[config.mk]
export PLATFORM = sky130hd
export DESIGN_NAME = i2c_byte_master
export DESIGN_NICKNAME = d
export VERILOG_FILES = /design/src/rtl/i2c_byte_master.sv
export SDC_FILE = /design/constraint.sdc
export NUM_CORES = 1
export LEC_CHECK = 0
export ABC_CLOCK_PERIOD_IN_PS = 2440
export BUFFER_PORTS_ARGS = -buffer_cell sky130_fd_sc_hd__buf_2
export CORE_ASPECT_RATIO = 0.5
export CORE_MARGIN = 3
export CORE_UTILIZATION = 45
export DETAILED_ROUTE_END_ITERATION = 8
export MAX_ROUTING_LAYER = met4
export PLACE_DENSITY = 0.75
export SLEW_MARGIN = 0
export SYNTH_ARGS = -nofsm -noshare
export SYNTH_HDL_FRONTEND = slang
export SYNTH_SLANG_ARGS = --single-unit
[constraint.sdc]
create_clock -name clk -period 2.44 [get_ports clk]
set_clock_uncertainty 0.2 [all_clocks]
set_input_delay 0.61 -clock clk [delete_from_list [all_inputs] [get_ports clk]]
set_output_delay 0.61 -clock clk [all_outputs]
set_load 0.05 [all_outputs]
[src/rtl/i2c_byte_master.sv]
module i2c_byte_master (
  input  logic       clk,
  input  logic       rst_n,
  input  logic       reg_we,
  input  logic [2:0] reg_addr,
  input  logic [7:0] reg_wdata,
  output logic [7:0] reg_rdata,
  input  logic       scl_in,
  output logic       scl_oe,
  input  logic       sda_in,
  output logic       sda_oe,
  output logic       irq
);
  localparam logic [2:0] A_OWN = 3'd0, A_DIV = 3'd1, A_CTL = 3'd2, A_STA = 3'd3,
                         A_DAT = 3'd4, A_ICF = 3'd5, A_DBG = 3'd6;
  typedef enum logic [2:0] {S_IDLE, S_START, S_HOLD, S_BITS, S_STOP, S_RST} st_t;

  st_t        st;
  logic [7:0] own_q, div_q, ctl_q, icf_q, dbg_q, shf_q, cnt_q;
  logic [1:0] ph_q;
  logic [3:0] bit_q;
  logic       tcf_q, bb_q, al_q, if_q, rxak_q, scl_d, sda_d;

  logic off, ie, mst, tx, nak, wr_ctl, wr_dat, wr_sta, run, adv, smp, arb, drv;
  logic [7:0] lim;

  assign off    = ctl_q[7];
  assign ie     = ctl_q[6];
  assign mst    = ctl_q[5];
  assign tx     = ctl_q[4];
  assign nak    = ctl_q[3];
  assign wr_ctl = reg_we && reg_addr == A_CTL;
  assign wr_dat = reg_we && reg_addr == A_DAT;
  assign wr_sta = reg_we && reg_addr == A_STA;
  assign run    = st == S_START || st == S_BITS || st == S_STOP || st == S_RST;
  assign lim    = (div_q == 8'd0) ? 8'd1 : div_q;
  assign adv    = run && cnt_q == lim;
  assign smp    = st == S_BITS && adv && ph_q == 2'd1;
  assign arb    = smp && bit_q < 4'd8 && tx && shf_q[7] && !sda_in;
  assign drv    = (bit_q == 4'd8) ? (!tx && !nak) : (tx && !shf_q[7]);
  assign irq    = if_q & ie;

  always_ff @(posedge clk or negedge rst_n) begin
    if (!rst_n) begin
      own_q <= '0; div_q <= '0; ctl_q <= 8'h80; icf_q <= '0; dbg_q <= '0;
    end else begin
      if (reg_we)
        case (reg_addr)
          A_OWN:   own_q <= reg_wdata;
          A_DIV:   div_q <= reg_wdata;
          A_CTL:   ctl_q <= reg_wdata & 8'hFB;
          A_ICF:   icf_q <= reg_wdata;
          A_DBG:   dbg_q <= reg_wdata;
          default: ;
        endcase
      if (arb) ctl_q[5] <= 1'b0;
    end
  end

  always_ff @(posedge clk or negedge rst_n) begin
    if (!rst_n) begin
      st <= S_IDLE; cnt_q <= '0; ph_q <= '0; bit_q <= '0; shf_q <= '0;
      tcf_q <= 1'b1; bb_q <= 1'b0; al_q <= 1'b0; if_q <= 1'b0; rxak_q <= 1'b0;
      scl_d <= 1'b1; sda_d <= 1'b1;
    end else begin
      scl_d <= scl_in;
      sda_d <= sda_in;
      cnt_q <= (!run || adv) ? 8'd0 : cnt_q + 8'd1;
      if (wr_sta && reg_wdata[4]) al_q <= 1'b0;
      if (wr_sta && reg_wdata[1]) if_q <= 1'b0;
      if (scl_d && scl_in && sda_d && !sda_in) bb_q <= 1'b1;
      else if (scl_d && scl_in && !sda_d && sda_in) bb_q <= 1'b0;
      if (wr_dat && (st == S_HOLD || st == S_IDLE)) shf_q <= reg_wdata;
      case (st)
        S_IDLE: if (mst) begin st <= S_START; ph_q <= 2'd0; end
        S_START: if (adv) begin
          if (ph_q == 2'd1) begin st <= S_HOLD; ph_q <= 2'd0; end
          else ph_q <= ph_q + 2'd1;
        end
        S_HOLD:
          if (!mst) begin st <= S_STOP; ph_q <= 2'd0; end
          else if (wr_ctl && reg_wdata[5] && reg_wdata[2]) begin st <= S_RST; ph_q <= 2'd0; end
          else if (wr_dat) begin st <= S_BITS; ph_q <= 2'd0; bit_q <= 4'd0; tcf_q <= 1'b0; end
        S_BITS: if (adv) begin
          if (ph_q == 2'd0) ph_q <= 2'd1;
          else if (arb) begin
            st <= S_IDLE; ph_q <= 2'd0; al_q <= 1'b1;
          end else begin
            ph_q <= 2'd0;
            if (bit_q == 4'd8) begin
              st <= S_HOLD; tcf_q <= 1'b1; if_q <= 1'b1; rxak_q <= sda_in;
            end else begin
              shf_q <= {shf_q[6:0], sda_in};
              bit_q <= bit_q + 4'd1;
            end
          end
        end
        S_STOP, S_RST: if (adv) begin
          if (ph_q == 2'd2) begin st <= (st == S_STOP) ? S_IDLE : S_HOLD; ph_q <= 2'd0; end
          else ph_q <= ph_q + 2'd1;
        end
        default: st <= S_IDLE;
      endcase
      if (off) begin
        st <= S_IDLE; cnt_q <= '0; ph_q <= '0;
        tcf_q <= 1'b1; bb_q <= 1'b0; al_q <= 1'b0; if_q <= 1'b0; rxak_q <= 1'b0;
      end
    end
  end

  always_comb begin
    scl_oe = 1'b0;
    sda_oe = 1'b0;
    case (st)
      S_START: sda_oe = ph_q == 2'd1;
      S_HOLD:  begin scl_oe = 1'b1; sda_oe = 1'b1; end
      S_BITS:  begin scl_oe = ph_q == 2'd0; sda_oe = drv; end
      S_STOP:  begin scl_oe = ph_q == 2'd0; sda_oe = ph_q != 2'd2; end
      S_RST:   begin scl_oe = ph_q == 2'd0; sda_oe = ph_q == 2'd2; end
      default: ;
    endcase
  end

  always_comb
    case (reg_addr)
      A_OWN:   reg_rdata = own_q;
      A_DIV:   reg_rdata = div_q;
      A_CTL:   reg_rdata = ctl_q;
      A_STA:   reg_rdata = {tcf_q, 1'b0, bb_q, al_q, 2'b00, if_q, rxak_q};
      A_DAT:   reg_rdata = shf_q;
      A_ICF:   reg_rdata = icf_q;
      A_DBG:   reg_rdata = dbg_q;
      default: reg_rdata = 8'h00;
    endcase
endmodule

Yosys cells after proc, flatten, opt, wreduce, memory -nomap -nowiden
Cells that the tools add are included.
Widths: inputs -> output; s select.

storage, ports and cells
  register bits = 71
  bits of input ports = 16
  logic and storage cells = 203

cells by class
  $add $sub $neg = 3
  order comparisons = 1
  equality and inequality tests = 39
  mux-type cells = 82
  bitwise logic cells = 1
  reduce and logical (&&, ||, !) cells = 59

operator list
  cell                 count
  $mux 8               9
  $pmux 8 s7           1
  $mux 3               13
  $mux 1               33
  $ne 3x3->1 const B   10
  $mux 4               7
  $logic_and 1x1->1    22
  $mux 2               11
  $ne 2x2->1 const B   10
  $reduce_and 8->1     2
  $eq 3x3->1 const B   5
  $pmux 3 s5           1
  $eq 3x2->1 const B   4
  $mux 6               2
  $reduce_and 2->1     6
  $reduce_bool 2->1    6
  $pmux 2 s5           1
  $reduce_and 9->1     1
  $add 8x1->8 const B  1
  $eq 8x8->1           1
  $logic_not 8->1      1
  $pmux 4 s2           1
  $eq 3x1->1 const B   2
  $logic_not 1->1      6
  other kinds (21)     29

Longest topological paths before layout
  depth after elaboration = 16
  gate-level depth with buffers = 10
  gate-level depth less buffers = 8

Worst setup path after synthesis
Ideal clock, no wire load.

  path type = input to output
  start = in reg_addr[2]
  end = out reg_rdata[4]
  data arrival time = 2454 ps
  slack = -824 ps
  cell stages on the path = 6
  buffers on the path = 2
  path through = buf_6 -> clkbuf_1 -> mux2i_1 -> nor2_1 -> a31oi_1 -> o21ai_0

between the ends
  longest elaborated chain between the ends = 2

RTL lines
  element                             RTL line  RTL
  from (decl)                         5         input logic [2:0] reg_addr,
  $eq 3x3->1 (tied with other cells)  125       case (reg_addr)
  $pmux 8 s7 (*)                      125
  to (decl)                           7         output logic [7:0] reg_rdata,

Mark *: on every way between the ends. The rest lies on a longest branch, timed or not.

Final worst setup path
  start = reg bit_q[1]
  end = out sda_oe

between the ends
  longest elaborated chain between the ends = 3

RTL lines
  element                 RTL line  RTL
  from (decl)             21        logic [3:0] bit_q;
  from (signal assigned)  94        bit_q <= bit_q + 4'd1;
  $eq 4x4->1              40        assign drv = (bit_q == 4'd8) ? (!tx && !nak) : (tx && !shf_q[7]);
  $mux 1                  40
  $pmux 1 s5              114       case (st)
  to (decl)               11        output logic sda_oe,

No other way between the ends.

==> impl_metrics.csv <==
group,metric,value,unit
status,status,"finished with violations",
status,violations,"negative setup slack",
timing,slew_violations,0,
timing,hold_violations,0,
layout,layout_commonest_cell,"sky130_fd_sc_hd__dfrtp_1",
job,maxCapViolations,0,
layout,final_std_cell_area_no_fill,0.00556,mm2
grt,initial_antenna_violation_count,0,
worst_setup_path,startpoint,"bit_q[1]",
drt,detail_route.wirelength,12.3,mm
die,die_area,0.0103,mm2
placement,buffer_ports.inserted,26,
placement,detailedPlace.worstSlack,-0.287,ns
layout,layout.core_utilization,66.3,%
layout,instances_no_fill,597,
power_and_ir_drop,clockPowerShare,26.9,%
drt,final_routed_drc_violation_total,0,
layout,fill_cells,589,
grt,grt_pass1_wl,18.9,mm
worst_setup_path,cp.arrival,2.01,ns
timing,max_slew.worst_pin.slew,0.525,ns
yosys,postSynthRegisterBits,71,
worst_setup_path,crit_path_start_kind,"flop",
yosys,ys_async_sr_fraction,100,%
worst_setup_path,crit_fanout,3,
cts,cts_made_buffers,9,
yosys,syn_nets,411,
layout,share_of_post_route_cells_with_drive_strength_above_1,45.6,%
worst_setup_path,reg2regPathDepth,10,
die,core_area,0.00837,mm2
yosys,count_of_cell_types_in_the_netlist,59,
worst_setup_path,r2r-end,"st[1]",
grt,maximum_number_of_pins_on_one_net_before_global_route_repair,32,
die,die-height,73.1,um
drt,viasPerCell,6.05,
placement,place_inst,568,
timing,setup_repair_after_global_routing_missed_its_margin,"yes",
grt,global_route.usage.total,24.9,%
yosys,post_synth_instance_area,0.00406,mm2
worst_setup_path,rrSetupSlack,0.03,ns
power_and_ir_drop,report.power.total,5.32,mW
die,boundaryPins,27,
grt,globalRoute.totalOverflow,0,
power_and_ir_drop,p_seq_share,32.7,%
layout,diodes,0,
timing,slew-limit-headroom,64.9,%
die,chipWidth,140,um
worst_setup_path,r2r_start,"bit_q[0]",
power_and_ir_drop,pwr_dens,958,mW/mm2
yosys,synth_edf_count,0,
drt,routedWlPerCell,20.7,um
worst_setup_path,crit_slowest_cell,"sky130_fd_sc_hd__dfrtp_1",
layout,mostFrequentLayoutCells,"sky130_fd_sc_hd__dfrtp_1 (63), sky130_fd_sc_hd__buf_4 (62), sky130_fd_sc_hd__mux2_2 (41)",
cts,cts_hold_buffers,0,
placement,detailed_place_hpwl,7.75,mm
timing,post-route-period-util,115,%
placement,place_area,0.00484,mm2
layout,area_taken_by_multi_input_logic_gates,0.00239,mm2
drt,detailroute.via_count,3614,
power_and_ir_drop,comb_power_share,40.4,%
layout,finalNetCount,502,
drt,drt_pass1_iterations,5,
power_and_ir_drop,sw_frac_of_total,37.0,%
worst_setup_path,timing.setup.critical_path_class,"reg2out",
timing,achievable-frequency,355,MHz
layout,sequential_cell_area,0.00179,mm2
worst_setup_path,worst_ep_required_time,1.63,ns
cts,path_clk_slew,0.06,ns
yosys,ys_dominant_reg_cell,"sky130_fd_sc_hd__dfrtp_1",
yosys,syn_area_per_cell,10.4,um2
cts,clk-insertion-delay-late,0.34,ns
yosys,ys_warn_count,0,
power_and_ir_drop,leakage,2.46,nW
cts,cts.root.buffer_cell,"sky130_fd_sc_hd__clkbuf_16",
drt,route.antenna.remaining_nets,0,
power_and_ir_drop,int_pwr,3.35,mW
timing,setup_ws,-0.378,ns
cts,tritoncts_clock_tree,"built",
yosys,seq_area_frac_synth,43.9,%
layout,area_delta_synth_final,37.0,%
power_and_ir_drop,ir_worst_vdd,0.000525,V
cts,clock_tree.htree_level_count,3,
hold_path,worstHoldPathType,"in2async",
yosys,post_synth_inst_count,389,
worst_setup_path,setup.worst_path.end_class,"output pin",
timing,finalSetupViolations,3,
power_and_ir_drop,net_switching_power_of_the_design,1.97,mW
cts,clock_path_buffers,2,
timing,time_the_worst_path_needs_with_i_o_delays_and_setup,2.82,ns
worst_setup_path,path_cells,"inv_1 -> ha_1 -> and3b_2 -> nor2_2 -> a221oi_2 -> o32a_1 -> o22ai_4 -> buf_6",
die,fp-row-count,23,
worst_setup_path,crit_path_max_incr_delay,0.37,ns
placement,gp_routability_congestion,0.933,
die,initial_utilization,48.4,%
cts,total_clock_sinks,71,
drt,drt_iter0_drc,370,
grt,grt_pass1_vias,3520,
## metrics by stage
step / hold WS, ns / TNS [ns]
2_1_floorplan: 0.114 / -0.423
3_3_place_gp: 0.287 / -2.87
3_5_place_dp: 0.295 / -3.46
4_1_cts: 0.0351 / -0.373
5_1_grt: 0.0635 / -0.883
6_report: 0.0361 / -0.475
## state kept, by name, indices dropped and copies added (netlist names)
signal and flops:
ctl_q 7, dbg_q 8, scl_d 1, bit_q 4
ph_q 2, tcf_q 1, al_q 1, bb_q 1
if_q 1, st 3, cnt_q 8, own_q 8
icf_q 8, sda_d 1, div_q 8, rxak_q 1
shf_q 8
## how the worst max path moves through the flow
stage	end	slack (ns)	depth (start not counted)
global route	sda_oe	-0.49	8
CTS	sda_oe	-0.37	8
global placement	st[1]	-0.26	10
finish	sda_oe	-0.38	8
detailed placement	st[1]	-0.29	10
floorplan	reg_rdata[2]	-0.15	4
## logic make-up (layout without fill, tap and decap cells)
kind of cell    count (synthesis)  count (layout)  share of synthesized area [%]
buf+inv                        32             128                           3.39
xor+xnor                       15              15                           3.43
mux                            68              68                           19.8
compound gates                 75              75                           11.6
fa+ha+maj                       6               6                           1.85
flops                          71              71                           43.9
simple gates                  122             122                           16.0
## per-layer routing
metal  vias to the layer above  GRT usage, %  part of all wire, %
met3                        40          5.82                  6.0
met1                      1826          31.9                   44
li1                       1587             -                    -
met2                       161          38.9                   47
met5                         -             -                    0
met4                         0          9.45                  3.0
## critical path: cells and delay by family (launching register included)
family | cells | cell delay [ns]
simple gates | 2 | 0.31
fa+ha+maj | 1 | 0.14
buf+inv | 2 | 0.22
compound gates | 3 | 0.62
flops | 1 | 0.37
## synthesized netlist by cell type (all sizes together), types with 2 or more instances
| library cell | instances | share of area (%) |
|---|---|---|
| a21o | 3 | 0.56 |
| and2 | 4 | 0.62 |
| nand4 | 5 | 0.93 |
| mux2 | 44 | 12 |
| inv | 14 | 1.3 |
| a21oi | 28 | 3.5 |
| a221oi | 3 | 0.65 |
| xnor2 | 2 | 0.43 |
| nand2 | 19 | 1.8 |
| dfrtp | 67 | 41 |
| nor4 | 4 | 1.5 |
| a22oi | 3 | 0.56 |
| mux4 | 5 | 2.8 |
| dfstp | 4 | 2.6 |
| clkbuf | 12 | 1.1 |
| xor2 | 13 | 3.0 |
| nor2 | 46 | 4.3 |
| mux2i | 19 | 4.7 |
| nand2b | 5 | 0.77 |
| nor2b | 6 | 0.93 |
| ha | 6 | 1.9 |
| nor3 | 9 | 1.2 |
| o21ai | 15 | 1.9 |
| a211oi | 3 | 0.56 |
| buf | 5 | 0.89 |
| o22ai | 3 | 0.46 |
| nand3 | 13 | 1.6 |
| a31oi | 6 | 0.93 |
| and3 | 4 | 0.74 |
## power by group through the flow
stage | clock network [mW] | registers, mW | logic (mW)
after floorplan | 0 | 1.64 | 1.28
after global placement | 0 | 1.70 | 1.75
after detailed placement | 0 | 1.71 | 1.79
after CTS | 1.44 | 1.71 | 1.92
after global routing | 1.50 | 1.76 | 2.31
final | 1.43 | 1.74 | 2.15
## cell type report
| type | count | area share (%) |
|---|---|---|
| clock buffer | 10 | 4.12 |
| clock inverter | 6 | 1.67 |
| inverter | 15 | 1.08 |
| multi-input combinational | 286 | 43.0 |
| sequential | 71 | 32.2 |
| tap | 112 | 2.52 |
| timing repair buffer | 97 | 15.5 |
## repair_timing
action | in CTS | in global routing
endpoints found under the setup margin | 10 | 13
buffers inserted | 4 | 8
cloned | 1 | 1
resized for setup | 49 | 30
pin swaps | 5 | 6
Power figures use the tool's default switching activity.
